## src/rtl/beat_window_counter.sv

```systemverilog
module beat_window_counter #(
  parameter int SYNC_STAGES = 2,
  parameter int WINDOW_TENS = 3
) (
  input  logic       clk,
  input  logic       rst_n,
  input  logic       start,
  input  logic       ref_tick,
  input  logic       event_in,
  output logic [3:0] evt_units,
  output logic [3:0] evt_tens,
  output logic       window_open
);

  localparam int SW = SYNC_STAGES + 1;
  localparam logic [3:0] CLOSE_TENS = 4'(WINDOW_TENS);

  logic [SW-1:0] tick_sync, evt_sync;
  logic [3:0]    tb_units, tb_tens;
  logic          tick_rise, evt_fall, tb_step, ev_step;

  always_ff @(posedge clk or negedge rst_n) begin
    if (!rst_n) begin
      tick_sync <= '0;
      evt_sync  <= '0;
    end else begin
      tick_sync <= {tick_sync[SW-2:0], ref_tick};
      evt_sync  <= {evt_sync[SW-2:0], event_in};
    end
  end

  assign tick_rise   = tick_sync[SW-2] & ~tick_sync[SW-1];
  assign evt_fall    = ~evt_sync[SW-2] & evt_sync[SW-1];
  assign window_open = (tb_tens != CLOSE_TENS);
  assign tb_step     = window_open & tick_rise;
  assign ev_step     = window_open & evt_fall;

  always_ff @(posedge clk or negedge rst_n) begin
    if (!rst_n) begin
      tb_units <= '0;
      tb_tens  <= CLOSE_TENS;
    end else if (start) begin
      tb_units <= '0;
      tb_tens  <= '0;
    end else if (tb_step) begin
      if (tb_units == 4'd9) begin
        tb_units <= '0;
        tb_tens  <= tb_tens + 4'd1;
      end else begin
        tb_units <= tb_units + 4'd1;
      end
    end
  end

  always_ff @(posedge clk or negedge rst_n) begin
    if (!rst_n) begin
      evt_units <= '0;
      evt_tens  <= '0;
    end else if (start) begin
      evt_units <= '0;
      evt_tens  <= '0;
    end else if (ev_step) begin
      if (evt_units == 4'd9) begin
        evt_units <= '0;
        evt_tens  <= (evt_tens == 4'd9) ? 4'd0 : evt_tens + 4'd1;
      end else begin
        evt_units <= evt_units + 4'd1;
      end
    end
  end

  AST_BCD_RANGE: assert property (@(posedge clk) disable iff (!rst_n)
    evt_units <= 4'd9 && evt_tens <= 4'd9 && tb_units <= 4'd9);
  AST_START_CLEARS: assert property (@(posedge clk) disable iff (!rst_n)
    start |=> window_open && evt_units == 4'd0 && evt_tens == 4'd0);
  AST_CLOSED_HOLDS: assert property (@(posedge clk) disable iff (!rst_n)
    (!window_open && !start) |=> !window_open && $stable(evt_units) && $stable(evt_tens));
  AST_TIMEBASE_FROZEN: assert property (@(posedge clk) disable iff (!rst_n)
    (!window_open && !start) |=> $stable(tb_units));
  AST_NO_EDGE_NO_COUNT: assert property (@(posedge clk) disable iff (!rst_n)
    (!start && !evt_fall) |=> $stable(evt_units) && $stable(evt_tens));
  AST_UNITS_CARRY: assert property (@(posedge clk) disable iff (!rst_n)
    (!start && ev_step && evt_units == 4'd9) |=> evt_units == 4'd0);

endmodule

```

## config.mk

```make
export PLATFORM = sky130hd
export DESIGN_NAME = beat_window_counter
export DESIGN_NICKNAME = d
export VERILOG_FILES = /design/src/rtl/beat_window_counter.sv
export SDC_FILE = /design/constraint.sdc
export NUM_CORES = 1
export LEC_CHECK = 0
export ABC_AREA = 1
export BUFFER_PORTS_ARGS = -buffer_cell sky130_fd_sc_hd__buf_2
export CAP_MARGIN = 20
export CORE_MARGIN = 4
export CORE_UTILIZATION = 45
export CTS_BUF_LIST = sky130_fd_sc_hd__clkbuf_16
export DETAILED_ROUTE_END_ITERATION = 8
export GPL_TIMING_DRIVEN = 0
export PLACE_DENSITY = 0.67
export SYNTH_ARGS = -nofsm -noshare
export SYNTH_HDL_FRONTEND = slang
export SYNTH_SLANG_ARGS = --single-unit
```

## constraint.sdc

```tcl
create_clock -name clk -period 1.2 [get_ports clk]
set_input_delay 0.12 -clock clk [delete_from_list [all_inputs] [get_ports clk]]
set_output_delay 0.12 -clock clk [all_outputs]
set_load 0.01 [all_outputs]
```

==> impl_metrics.toml <==
[hold_path]
hold_depth = 4
hold_path.startpoint = "start"
hp-class = "input port to register"

[pwr]
p_leak_nw = 0.8503
power.density_mw_per_mm2 = 1595
p_comb_share_pct = 25.4
switching_share_pct = 28.23
irDropWorstVdd_v = 0.001376
p_switching_uw = 723.3
p_clk_share_pct = 36.0
pwr-share-seq_pct = 38.6
p_int_mw = 1.839

[synthesis]
synth_area_sq_mm = 0.001195
synth_cell_type_count = 21
synth_seq_cells = 22
synth_cells = 131
avgSynthCellArea_sq_um = 9.121
ys_warn_count = 0
synth_nets = 143
yosysSeqAreaShare_pct = 46.28

[routing]
antenna_left = 0
first_iter_violations = 32
drc = 0
firstDrtPassIters = 4
routed_wl_microns = 2212
vias_per_cell = 4.927
vias = 941
wl_per_cell_microns = 11.58

[sta]
whs_ns = 0.1549
worst_slack_ns = -0.09858
slew-limit-headroom_pct = 66.55
slew_viol_final = 0
worst_pin_slew_ns = 0.5017
rsz0062_at_grt = "true"
hold_violations = 0
layout_min_cycle_time_ns = 1.299
fin_skew_ns = 0.005262
fmax_mhz = 770.1
fin_crit_sh_pct = 108.2
setup_viol = 13

[floorplan]
ioPinCount = 14
die-area_sq_mm = 0.003544
num_rows = 18
initial_core_util_pct = 47.80
dieWidth_microns = 59.53
core-area_sq_mm = 0.002500
die_h_microns = 59.53

[clock_network]
cts_root_buf = "clkbuf_16"
htreeDepth = 1
clock_latency_ns = 0.25
cts_sinks = 22
cts_tree = "yes"
numCtsBuffers = 3
clk_pin_slew_ns = 0.06
clock_path_buffers = 2

[setup_path]
path_max_fanout = 3
critPathLaunchType = "register"
r2r-end = "tb_units[3]"
reg2reg_depth = 6
timing.rr.start = "tb_tens[1]"
reg2reg_slack_ns = -0.06
endpoint_kind = "primary output"
critPathArrivalTime_ns = 1.18
startpoint = "tb_tens[1]"
required_ns = 1.08
critical_path_class = "register to primary output"
crit_end = "window_open"

[final_layout]
stdcell_count = 191
final-seq-area_sq_um = 554.3
diodes = 0
multi_input_area_sq_um = 675.6
area_delta_synth_final_pct = 34.45
final_util_pct = 64.26
mostFrequentLayoutCells = "31 x nand2_1, 19 x dfrtp_1, 13 x buf_2"
final_common_cell = "nand2_1"
nets = 174
drive_gt1_share_pct = 36.02
num-fill-cells = 204

[place]
dp_hpwl_microns = 1527
dp_slack_ns = -0.07828
place_inst = 174
routabilityCongestion = 0.7675
numPortBuffers = 13

[global_routing]
grt_overflow = 0
first_global_vias = 896
grt_antenna_before_repair = 0
grt_usage_pct = 14.24
grt_pass1_wl_microns = 3898
grt_max_degree = 23

[outcome]
violations = "negative setup slack"
outcome = "finished with violations"

[run]
cap_violations = 0
cells by family after synthesis:
logic type	after synthesis	synth area share (%)
AND/OR/NAND/NOR	75	32.88
flip-flops	22	46.28
adder cells (fa/ha/maj)	7	7.330
buffers and inverters	15	4.816
AO/OA/AOI/OAI	7	5.026
XOR/XNOR	5	3.665
per-stage QoR:
stage / setup TNS (ns) / cell area, sq um / power [mW]
5_1_grt: -1.414 / 1607 / 2.716
6_report: -0.5123 / 1607 / 2.562
2_1_floorplan: -0.0004061 / 1232 / 1.341
3_5_place_dp: -0.7560 / 1335 / 1.504
3_3_place_gp: -0.4652 / 1335 / 1.486
4_1_cts: -0.5961 / 1536 / 2.483
routing by layer:
layer / track usage (%) / up-vias / part of all wire [%]
met2: 22.31 / 16 / 49
met5: 0 / - / 0
li1: - / 484 / -
met4: 3.797 / 0 / 0.59
met3: 2.614 / 2 / 3.3
met1: 20.19 / 439 / 47
cell usage after synthesis:
master | n | share of area, %
o21ai_2 | 3 | 2.2
nor2_1 | 9 | 2.8
dfrtp_1 | 20 | 42
o21ai_4 | 1 | 1.4
nand2_4 | 7 | 6.6
nand2_2 | 1 | 0.52
xor2_1 | 5 | 3.7
nand3b_1 | 1 | 0.63
a21oi_1 | 1 | 0.42
inv_1 | 13 | 4.1
dfstp_2 | 2 | 4.4
nor2_2 | 2 | 1.0
nand3b_4 | 1 | 1.7
inv_2 | 1 | 0.31
ha_1 | 7 | 7.3
buf_2 | 1 | 0.42
o21ai_0 | 1 | 0.42
nand3_1 | 9 | 3.8
nand2_1 | 37 | 12
o21a_1 | 1 | 0.63
nand4_1 | 8 | 4.2
power by group through the flow:
| stage | Clock, mW | Combinational (mW) | Sequential, mW |
|---|---|---|---|
| 4_1_cts | 0.940 | 0.557 | 0.986 |
| 2_1_floorplan | 0 | 0.318 | 1.02 |
| 5_1_grt | 0.970 | 0.737 | 1.01 |
| 3_3_place_gp | 0 | 0.486 | 1.00 |
| 6_report | 0.923 | 0.651 | 0.988 |
| 3_5_place_dp | 0 | 0.495 | 1.01 |
how the worst min path moves through the flow:
stage                    to  slack (ns)
6_report         tb_tens[0]        0.15
5_1_grt         evt_tens[2]        0.16
4_1_cts          tb_tens[0]        0.15
3_5_place_dp   evt_units[1]        0.12
3_3_place_gp   evt_units[3]        0.11
2_1_floorplan   evt_sync[0]       -0.18
what timing repair did:
item                                   4_1_cts  5_1_grt
endpoints found under the hold margin       22        0
resized for setup                            5        9
setup buffers                                6        4
gates cloned                                 0        0
setup endpoints to repair                   17       17
pin swaps                                    4        5
hold buffers                                 3        0
final cells by class:
class | count | share of cell area, %
buffer | 1 | 0.3115
inverter | 14 | 3.271
sequential | 22 | 34.50
multi-input combinational | 94 | 42.06
clock inverter | 1 | 1.869
clock buffer | 3 | 4.673
timing repair buffer | 26 | 10.98
tap | 30 | 2.336
sequential cells by signal (all words and copies together) (netlist names):
| name | cells |
|---|---|
| evt_tens | 4 |
| evt_units | 4 |
| tb_tens | 4 |
| tb_units | 4 |
| evt_sync | 3 |
| tick_sync | 3 |
worst max-delay path, cell delays in order (launching register included):
cell and delay, ns:
dfstp_2 0.55, ha_4 0.17, nand2_8 0.07, buf_6 0.13
(Power assumes the default switching activity.)
